$ cat config.mk
export PLATFORM = sky130hd
export DESIGN_NAME = dpram_xchg_ctrl
export DESIGN_NICKNAME = d
export VERILOG_FILES = /design/src/rtl/dxm_pkg.sv /design/src/rtl/dxm_own_reg.sv /design/src/rtl/dxm_port_dec.sv /design/src/rtl/dxm_mailbox.sv /design/src/rtl/dpram_xchg_ctrl.sv
export SDC_FILE = /design/constraint.sdc
export NUM_CORES = 1
export LEC_CHECK = 0
export BUFFER_PORTS_ARGS = -buffer_cell sky130_fd_sc_hd__buf_2
export CORE_ASPECT_RATIO = 0.8
export CORE_UTILIZATION = 33
export CTS_CLUSTER_SIZE = 8
export DETAILED_ROUTE_END_ITERATION = 8
export PLACE_DENSITY = 0.79
export SLEW_MARGIN = 20
export SYNTH_ARGS = -nofsm -noshare
export SYNTH_HDL_FRONTEND = slang
export SYNTH_SLANG_ARGS = --single-unit
$ cat constraint.sdc
create_clock -name clk -period 1.02 [get_ports clk]
set_input_delay 0.204 -clock clk [delete_from_list [all_inputs] [get_ports clk]]
set_output_delay 0.204 -clock clk [all_outputs]
set_load 0.01 [all_outputs]
$ cat src/rtl/dxm_pkg.sv
package dxm_pkg;
  localparam int NPORT = 2;
  typedef enum logic {OWN_LEFT = 1'b0, OWN_RIGHT = 1'b1} owner_e;
endpackage

$ cat src/rtl/dxm_own_reg.sv
module dxm_own_reg #(
  parameter int BANK_W = 2,
  localparam int NBANK = 1 << BANK_W
) (
  input  logic             clk,
  input  logic             rst_n,
  input  logic             r_b2_give,
  input  logic             l_b3_give,
  output logic [NBANK-1:0] bank_sel
);
  import dxm_pkg::*;

  for (genvar b = 0; b < NBANK; b++) begin : g_bank
    if (b == 2 || b == 3) begin : g_xchg
      logic sel_q, sel_d, sel_en;
      localparam owner_e RST_OWN = (b == 2) ? OWN_RIGHT : OWN_LEFT;
      always_comb begin
        sel_d  = (b == 2) ? ~r_b2_give : l_b3_give;
        sel_en = (sel_d != sel_q);
      end
      always_ff @(posedge clk or negedge rst_n) begin
        if (!rst_n)      sel_q <= RST_OWN;
        else if (sel_en) sel_q <= sel_d;
      end
      assign bank_sel[b] = sel_q;
    end else begin : g_fixed
      assign bank_sel[b] = (b == 1) ? OWN_RIGHT : OWN_LEFT;
    end
  end
endmodule

$ cat src/rtl/dxm_port_dec.sv
module dxm_port_dec #(
  parameter int ADDR_W  = 16,
  parameter int BANK_W  = 2,
  parameter int MB_W    = 2,
  parameter int PORT_ID = 0,
  localparam int NBANK  = 1 << BANK_W,
  localparam int NMB    = 1 << MB_W,
  localparam int BANK_LSB = ADDR_W - 1 - BANK_W
) (
  input  logic              clk,
  input  logic              rst_n,
  input  logic              req,
  input  logic              io,
  input  logic              we,
  input  logic [ADDR_W-1:0] addr,
  input  logic [NBANK-1:0]  bank_sel,
  output logic              ram_cs,
  output logic              own_err,
  output logic [NMB-1:0]    mb_wr,
  output logic [NMB-1:0]    mb_rd
);
  logic [BANK_W-1:0] bank;
  logic mem_hit, owned, blocked, err_q;
  logic addr_mid_unused;

  assign addr_mid_unused = ^addr[BANK_LSB-1:MB_W];

  always_comb begin
    bank    = addr[ADDR_W-2 -: BANK_W];
    mem_hit = req & addr[ADDR_W-1] & ~io;
    owned   = (bank_sel[bank] == PORT_ID[0]);
    ram_cs  = mem_hit & owned;
    blocked = mem_hit & ~owned;
    mb_wr   = '0;
    mb_rd   = '0;
    if (io) begin
      if (we) mb_wr[addr[MB_W-1:0]] = 1'b1;
      else    mb_rd[addr[MB_W-1:0]] = 1'b1;
    end
  end

  always_ff @(posedge clk or negedge rst_n) begin
    if (!rst_n) err_q <= 1'b0;
    else        err_q <= blocked;
  end
  assign own_err = err_q;
endmodule

$ cat src/rtl/dxm_mailbox.sv
module dxm_mailbox #(
  parameter int MB_W = 2,
  localparam int NMB = 1 << MB_W,
  localparam int NPORT = dxm_pkg::NPORT
) (
  input  logic                      clk,
  input  logic                      rst_n,
  input  logic [NPORT-1:0][NMB-1:0] mb_wr,
  input  logic [NPORT-1:0][NMB-1:0] mb_rd,
  output logic [NPORT-1:0]          irq
);
  for (genvar p = 0; p < NPORT; p++) begin : g_port
    logic [NMB-1:0] pend_q, pend_d;
    logic pend_en;
    always_comb begin
      // a write from the peer outranks a clearing read by this port
      pend_d  = (pend_q & ~mb_rd[p]) | mb_wr[NPORT-1-p];
      pend_en = (pend_d != pend_q);
    end
    always_ff @(posedge clk or negedge rst_n) begin
      if (!rst_n)       pend_q <= '0;
      else if (pend_en) pend_q <= pend_d;
    end
    assign irq[p] = |pend_q;
  end
endmodule

$ cat src/rtl/dpram_xchg_ctrl.sv
module dpram_xchg_ctrl #(
  parameter int ADDR_W = 16,
  parameter int BANK_W = 2,
  parameter int MB_W   = 2,
  localparam int NBANK = 1 << BANK_W
) (
  input  logic              clk,
  input  logic              rst_n,
  input  logic              l_req,
  input  logic              l_io,
  input  logic              l_we,
  input  logic [ADDR_W-1:0] l_addr,
  input  logic              r_req,
  input  logic              r_io,
  input  logic              r_we,
  input  logic [ADDR_W-1:0] r_addr,
  input  logic              r_b2_give,
  input  logic              l_b3_give,
  output logic [NBANK-1:0]  bank_sel,
  output logic              l_ram_cs,
  output logic              r_ram_cs,
  output logic              l_own_err,
  output logic              r_own_err,
  output logic              l_irq,
  output logic              r_irq
);
  import dxm_pkg::*;
  localparam int NMB = 1 << MB_W;

  logic [NPORT-1:0]              req_v, io_v, we_v, cs_v, err_v, irq_v;
  logic [NPORT-1:0][ADDR_W-1:0]  addr_v;
  logic [NPORT-1:0][NMB-1:0]     wr_v, rd_v;

  assign req_v  = {r_req, l_req};
  assign io_v   = {r_io, l_io};
  assign we_v   = {r_we, l_we};
  assign addr_v = {r_addr, l_addr};

  dxm_own_reg #(.BANK_W(BANK_W)) own_i (
    .clk(clk), .rst_n(rst_n), .r_b2_give(r_b2_give),
    .l_b3_give(l_b3_give), .bank_sel(bank_sel)
  );

  for (genvar p = 0; p < NPORT; p++) begin : g_dec
    dxm_port_dec #(.ADDR_W(ADDR_W), .BANK_W(BANK_W), .MB_W(MB_W), .PORT_ID(p)) dec_i (
      .clk(clk), .rst_n(rst_n), .req(req_v[p]), .io(io_v[p]), .we(we_v[p]),
      .addr(addr_v[p]), .bank_sel(bank_sel), .ram_cs(cs_v[p]),
      .own_err(err_v[p]), .mb_wr(wr_v[p]), .mb_rd(rd_v[p])
    );
  end

  dxm_mailbox #(.MB_W(MB_W)) mb_i (
    .clk(clk), .rst_n(rst_n), .mb_wr(wr_v), .mb_rd(rd_v), .irq(irq_v)
  );

  assign l_ram_cs  = cs_v[0];
  assign r_ram_cs  = cs_v[1];
  assign l_own_err = err_v[0];
  assign r_own_err = err_v[1];
  assign l_irq     = irq_v[0];
  assign r_irq     = irq_v[1];
endmodule


## Word-level counts from Yosys, hierarchy flattened

Index checks and enable logic that the tools add are counted.

| operators by class | value |
|---|---|
| $lt $le $gt $ge | 6 |
| equality and inequality tests | 4 |
| mux-type cells | 16 |
| bitwise logic cells | 19 |
| reduce and logical (&&, ||, !) cells | 4 |

Operator list:

| cell | count |
|---|---|
| $mux 4 | 8 |
| $lt 2x3->1 const B | 4 |
| $and 1x1->1 | 8 |
| $and 4x4->4 | 2 |
| $ne 4x4->1 | 2 |
| $not 4->4 | 2 |
| $or 4x4->4 | 2 |
| $reduce_or 4->1 | 2 |
| $not 1->1 | 5 |
| $bmux 1 s2 | 2 |
| $demux 1 s2 | 2 |
| $ge 2x1->1 const B | 2 |
| $mux 1 | 4 |
| $logic_and 1x1->1 | 2 |
| $ne 1x1->1 | 2 |

| word-level totals | value |
|---|---|
| register bits after elaboration | 12 |
| bits of input ports | 42 |
| output and inout port bits | 10 |
| logic and storage cells | 55 |

## Logic depth before layout (Yosys ltp)

Gate-level depths: netlist of the first run.

| depth | value |
|---|---|
| word-level depth | 10 |
| mapped depth | 2 |
| gate-level depth less buffers | 2 |

## Modules after synthesis

From an unflattened synthesis of the first run, not the netlist that was laid out.

| unflattened totals | value |
|---|---|
| cell total of the unflattened synthesis | 72 |
| area total of the unflattened synthesis | 659.4 um2 |

Modules (own cells, without submodules):

| module | times used | cells an instance | area an instance (um2) | seq. area each (um2) |
|---|---|---|---|---|
| dxm_mailbox | 1 | 26 | 307.8 | 200.2 |
| dxm_port_dec | 2 | 18 | 127.6 | 25.0 |
| dxm_own_reg | 1 | 10 | 96.3 | 51.3 |

## Least setup slack after synthesis of the first run

No wires, ideal clock.

| path | value |
|---|---|
| path kind | flip-flop to output port |
| from | register mb_i.g_port[0].pend_q[1] |
| to | output l_irq |
| data arrival time | 0.919 ns |
| data required time | 0.816 ns |
| slack | -0.103 ns |
| stages on the path, launching flop included | 2 |
| cells stage by stage | dfrtp_1 > or4_1 |

| on the way | value |
|---|---|
| word-level cells in the longest chain between the ends | 1 |

Ends and longest elaborated chain:

| item | line | RTL |
|---|---|---|
| start: declaration | dxm_mailbox.sv:13 | `logic [NMB-1:0] pend_q, pend_d;` |
| start signal: assignment | dxm_mailbox.sv:22 | `else if (pend_en) pend_q <= pend_d;` |
| $reduce_or 4->1 | dxm_mailbox.sv:24 | `assign irq[p] = \|pend_q;` |
| end: declaration | dpram_xchg_ctrl.sv:24 | `output logic l_irq,` |

No other way between the ends.

## Worst setup path in the final report of the first run

| path | value |
|---|---|
| from | register mb_i.g_port[1].pend_q[0] |
| to | output r_irq |

| on the way | value |
|---|---|
| word-level cells in the longest chain between the ends | 1 |

Ends and longest elaborated chain:

| item | line | RTL |
|---|---|---|
| start: declaration | dxm_mailbox.sv:13 |  |
| start signal: assignment | dxm_mailbox.sv:22 |  |
| $reduce_or 4->1 | dxm_mailbox.sv:24 |  |
| end: declaration | dpram_xchg_ctrl.sv:25 | `output logic r_irq` |

No other way between the ends.

==> metrics, run 1 <==
post-synth top area cell=dfrtp_1; Hold WC Path Type=in -> reg; area delta synth->final=52.1%; Post-Syn Area=634 sq um; CTS tree=built; total global routing overflow=0; unrepaired setup endpoints after global routing=true; count of cell types in the netlist=28; Initial Util=0.371; type of origin of the critical path=register; I/O Pins=52; CP Data Required Time=~0.82 ns; DR iter-0 viols=5; Final nets=144; Synth top area share=0.434; ANT nets after route=0; Cells after Synth=a little over 60; Max Slew Vio Count=0; Core Rows=13; later-pin clock latency in the skew report=0.27 ns; Die H=41.2 um; core area=0.00171 sq mm; via count=612; Final Worst Setup Slack=-0.502 ns; share of layout cells above drive strength 1=0.505; top cells by area, synth=dfrtp_1, nor4bb_1, buf_4, inv_1, dfstp_2; IO buf count=27; reg-to-reg endpoint=g_dec[0].dec_i.own_err$_DFF_PN0_; fin crit share=1.49; Final Hold Vio Count=0; largest net degree at the start of global routing=13; WS Path Type=reg -> out; Crit. End Element=primary output; Synth warnings=0; Layout Skew=0.00539 ns; Final min period=1.52 ns; worst vdd ir=approximately 0.00084 V; die area=0.00210 sq mm; status=finished, violations left; Seq cells post-synth=12; syn nets=103; Synth async-reset ratio=1.00; Register-to-Register Path Depth=3; gp weighted congestion=0.768; Slowest cell on crit path=or4_4; CP max FO=2; Avg WL per Cell=14.4 um; Pwr Density=1240 mW/mm^2; CTS Sinks=12; Routed Wire Length=1.77 mm; Core Util, Final=0.565; worst path cell trace=or4_4, buf_6; CP startpoint=mb_i.g_port[1].pend_q[0]$_DFFE_PN0P_; drt pass-1 iters=2; Die W=51.0 um; CTS clk-pin slew, worst paths=0.07 ns; count leader, synth=dfrtp_1; Max Cap Viol=0; P_leak=0.484 nW; clock buffer depth=2; failing checks=negative setup slack; EDFF count, synth=0; CTS buffer count=3; Filler cells=160; first-pass GRT wire length=roughly 2.4 mm; antenna violations before repair=0; sequential area share after synthesis=0.475; number of global-route vias before repair=560; worst setup path endpoint=r_irq; Arr. time, crit path=1.32 ns; Tot GR Track Use=0.172; Final setup viols=5; Vias/cell=4.98; CTS root buf=clkbuf_4; reg2reg setup slack=~0.010 ns; top post-synthesis cells by count=dfrtp_1, inv_1, buf_4; crit-path max cell delay=0.53 ns; H-tree depth=1; syn avg cell area=10.4 sq um; Min Hold Slack=0.0490 ns; Post-DP HPWL=~1.2 mm; number of inserted diodes=0; reg-to-reg critical path startpoint=own_i.g_bank[2].g_xchg.sel_q$_DFFE_PN1P_; DRC=0; Main synth FF type=dfrtp_1; fmax=0.657 GHz
## worst min-delay path by stage
stage / from / to / slack, ns / depth (start not counted)
final: r_b2_give / own_i.g_bank[2].g_xchg.sel_q$_DFFE_PN1P_ / 0.05 / 2
after global routing: l_b3_give / own_i.g_bank[3].g_xchg.sel_q$_DFFE_PN0P_ / 0.03 / 1
after CTS: r_b2_give / own_i.g_bank[2].g_xchg.sel_q$_DFFE_PN1P_ / 0.05 / 2
after detailed placement: rst_n / own_i.g_bank[3].g_xchg.sel_q$_DFFE_PN0P_ / 0.09 / 1
after global placement: rst_n / own_i.g_bank[3].g_xchg.sel_q$_DFFE_PN0P_ / 0.09 / 1
after floorplan: rst_n / g_dec[0].dec_i.own_err$_DFF_PN0_ / -0.09 / 0
## through the flow
stage	instance area (sq um)	instances	setup TNS, ns	power, W	setup WS [ns]
5_1_grt	965	123	-2.29	0.00126	-0.540
4_1_cts	933	121	-1.96	0.00118	-0.498
2_1_floorplan	643	61	-0.162	0.000702	-0.0769
3_3_place_gp	832	113	-0.813	0.000819	-0.213
6_report	965	123	-2.11	0.00119	-0.502
3_5_place_dp	832	113	-0.906	0.000838	-0.227
## flip-flops by register name (all words and copies together) (netlist names)
| register | cells |
|---|---|
| own_i.g_bank.g_xchg.sel_q | 2 |
| g_dec.dec_i.own_err | 2 |
| mb_i.g_port.pend_q | 8 |
## layout make-up
class | instances | area (sq um) | share of cell area
sequential | 12 | 302 | 0.313
multi-input combinational | 36 | 298 | 0.309
tap | 22 | 27.5 | 0.0285
timing repair buffer | 41 | 282 | 0.292
inverter | 8 | 30.0 | 0.0311
clock buffer | 4 | 26.3 | 0.0272
## routing by layer
metal	global-route usage	wire (um)
met5	0	0
met4	0.0625	50
met3	0.0704	77
met2	0.316	915
met1	0.185	728
## critical path: cells and delay by family (launching register included)
family,cells,cell delay [ns]
flip-flops,1,0.39
AND/OR/NAND/NOR,1,0.53
buffers and inverters,1,0.13
## report_power, final
| group | internal (W) | switching (W) | leakage, nW |
|---|---|---|---|
| Combinational | 0.000179 | 0.000136 | 0.328 |
| Sequential | 0.000546 | 0.0000389 | 0.141 |
| Clock | 0.000151 | 0.000141 | 0.0150 |
| Total | 0.000876 | 0.000316 | 0.484 |
## cell usage in the layout, fill, tap and decap left out, drive strengths merged, types with 2 or more instances in the layout
cell type,Yosys,layout
conb,2,2
and3b,2,2
nand3b,3,3
dfrtp,11,11
o21ai,3,3
clkbuf,1,4
or4,2,2
nor4bb,3,3
inv,8,8
o32ai,2,2
a21oi,2,2
nand4b,3,3
buf,4,40
## what timing repair did
action	4_1_cts	5_1_grt
endpoints found under the setup margin	5	8
hold endpoints to repair	11	0
resized for setup	8	4
pin swaps	4	2
setup buffers	3	3
hold buffers	1	0
## kinds of logic (layout without fill, tap and decap cells)
kind of cell	count (synthesis)	count (layout)	share of synthesized area
flops	12	12	0.475
other cells	2	2	0.0118
buf+inv	13	53	0.101
simple gates	22	22	0.278
compound gates	12	12	0.134
(Power assumes the default switching activity.)
==> run 2: changes to the inputs <==
- CORE_UTILIZATION: 33 -> 37
- PLACE_DENSITY: 0.79 -> 0.83
- clock period: 1.02 -> 1.5 ns (I/O delays scaled with it)
==> run 2 against run 1 <==
  * The flow still finishes with violations (negative setup slack)
  * Final area shrank 12%
  * Utilization is 0.42 points higher
  * Clock power is 28% lower
  * Clock skew grew 0.0060 ns
  * Worst setup slack gained 0.37 ns
  * Count of clock-buffer cells in the layout did not move
  * Largest cell class unchanged
  * Wire length fell by 21%
  * Critical path depth did not move
  * Non-clock buffer count fell by 8
  * Sequential power is 33% lower
  * Total power shrank 35%
  * Sequential share of layout area up 4.4 points
==> metrics, run 2 (same netlist as run 1, synthesis figures left out) <==
number of global-route vias before repair=503 (was 560); Crit. End Element=primary output (unchanged); worst path cell trace=or4_1, buf_2 (was or4_4, buf_6); clock buffer depth=2 (unchanged); area of the multi-input gates=273 sq um (was 298 sq um); drt pass-1 iters=4 (was 2); CP Data Required Time=1.20 ns (was 0.82 ns); share of layout cells above drive strength 1=0.409 (was 0.505); number of inserted diodes=0 (unchanged); CTS tree=built (unchanged); Pwr Density=917 mW/mm^2 (was 1240 mW/mm^2); WS Path Type=reg -> out (unchanged); P_leak=0.428 nW (was 0.484 nW); max reg flops=8 (unchanged); Max Cap Viol=0 (unchanged); fin crit share=1.09; IO buf count=27 (unchanged); first-pass GRT wire length=2.15 mm (was 2.44 mm); area delta synth->final=33.3% (was 52.1%); Initial Util=0.427 (was 0.371); Tot GR Track Use=0.174 (was 0.172); antenna violations before repair=0 (unchanged); commonest non-fill, non-tap cells in the layout=buf_2, dfrtp_1, inv_1 (was buf_2, dfrtp_1, buf_4); Crit path buffers/inverters=1 (unchanged); DR iter-0 viols=19 (was 5); Core Rows=12 (was 13); unrepaired setup endpoints after global routing=true (unchanged); Die H=39.0 um (was 41.2 um); CTS buffer count=3 (unchanged); CTS Sinks=12 (unchanged); fmax=about 0.61 GHz; Arr. time, crit path=1.33 ns (was 1.32 ns); Hold WC Path Type=in -> reg (unchanged); CTS clk-pin slew, worst paths=0.08 ns (was 0.07 ns); ANT nets after route=0 (unchanged); CP max FO=2 (unchanged); crit-path max cell delay=0.52 ns (was 0.53 ns); Final Worst Setup Slack=-0.132 ns (was -0.502 ns); Final setup viols=4 (was 5); Die W=48.3 um (was 51.0 um); Final nets=136 (was 144); Routed Wire Length=1.40 mm (was 1.77 mm); Layout Skew=0.0114 ns (was 0.00539 ns); H-tree depth=1 (unchanged); core area=0.00149 sq mm (was 0.00171 sq mm); failing checks=negative setup slack (unchanged); most common cell after layout, fill and taps aside=buf_2 (unchanged); total global routing overflow=0 (unchanged); Final Hold Vio Count=0 (unchanged); worst vdd ir=0.000509 V (was 0.000839 V); Avg WL per Cell=12.2 um (was 14.4 um); Max Slew Vio Count=0 (unchanged); gp weighted congestion=0.734 (was 0.768); later-pin clock latency in the skew report=0.28 ns (was 0.27 ns); Slowest cell on crit path=or4_1 (was or4_4); status=finished, violations left (unchanged); largest reg by FF count=mb_i.g_port.pend_q (unchanged); type of origin of the critical path=register (unchanged); die area=0.00189 sq mm (was 0.00210 sq mm); Core Util, Final=0.569 (was 0.565); Vias/cell=5.08 (was 4.98); largest net degree at the start of global routing=13 (unchanged); DRC=0 (unchanged); delay-heaviest family, CP=simple AND/OR/NAND/NOR gates (unchanged); CTS root buf=clkbuf_4 (unchanged); Post-DP HPWL=1.03 mm (was 1.23 mm); I/O Pins=52 (unchanged); Final min period=1.63 ns; Reg area=302 sq um (unchanged); via count=579 (was 612); post-place setup slack=0.179 ns (was -0.227 ns); Filler cells=136 (was 160)
[run 2: cell count changes in the layout (fill, tap and decap cells not counted), sizes merged]
| cell | before | now |
|---|---|---|
| buf | 40 | 32 |
[run 2: area by class of cell]
| class | count | share of cell area |
|---|---|---|
| multi-input cells | 36 | 0.322 |
| clock buffers | 4 | 0.0311 |
| inverters | 8 | 0.0355 |
| well taps | 21 | 0.0311 |
| repair buffers | 33 | 0.223 |
| flip-flops and latches | 12 | 0.357 |
[run 2: stage by stage]
step	hold WS (ns)	std cells	TNS, ns	power, W	area [sq um]
final	0.137	114	-0.265	0.000775	846
after global placement	0.185	104	0	0.000527	762
after global routing	0.121	114	-0.413	0.000821	846
after detailed placement	0.188	104	0	0.000534	762
after floorplan	0.00441	61	0	0.000470	634
after CTS	0.123	112	-0.299	0.000768	831
[run 2: final timing paths]
check                                                         start  depth (start not counted)  slack (ns)                                  endpoint
hold reg to reg                mb_i.g_port[0].pend_q[3]$_DFFE_PN0P_                          1        0.49      mb_i.g_port[0].pend_q[3]$_DFFE_PN0P_
setup / recovery               mb_i.g_port[1].pend_q[2]$_DFFE_PN0P_                          2       -0.13                                     r_irq
hold / removal                                            l_b3_give                          1        0.14  own_i.g_bank[3].g_xchg.sel_q$_DFFE_PN0P_
min in group asynchronous                                     rst_n                          2        0.41      mb_i.g_port[1].pend_q[3]$_DFFE_PN0P_
setup reg to reg           own_i.g_bank[2].g_xchg.sel_q$_DFFE_PN1P_                          3        0.56          g_dec[1].dec_i.own_err$_DFF_PN0_
max in group asynchronous                                     rst_n                          2        0.80  own_i.g_bank[2].g_xchg.sel_q$_DFFE_PN1P_
[run 2: routing by layer]
layer | part of all wire | wire [um] | global-route usage | vias to the layer above
met5 | 0 | 0 | 0 | -
met4 | 0 | 0 | 0.0625 | 0
met3 | 0.051 | 71 | 0.0701 | 0
met2 | 0.49 | 686 | 0.270 | 16
met1 | 0.46 | 637 | 0.214 | 274
li1 | - | - | - | 289
[run 2: where the power goes]
part | switching, W | total, W | internal (W)
Combinational | 0.0000795 | 0.000174 | 0.0000945
Sequential | 0.0000203 | 0.000391 | 0.000371
Clock | 0.000107 | 0.000210 | 0.000103
Total | 0.000207 | 0.000775 | 0.000568
[run 2: repair_timing]
action                                 4_1_cts  5_1_grt
setup endpoints to repair                    4        4
hold buffers                                 1        0
pin swaps                                    4        3
endpoints found under the hold margin       11        0
gates cloned                                 0        0
buffers inserted                             3        2
resized for setup                            2        0
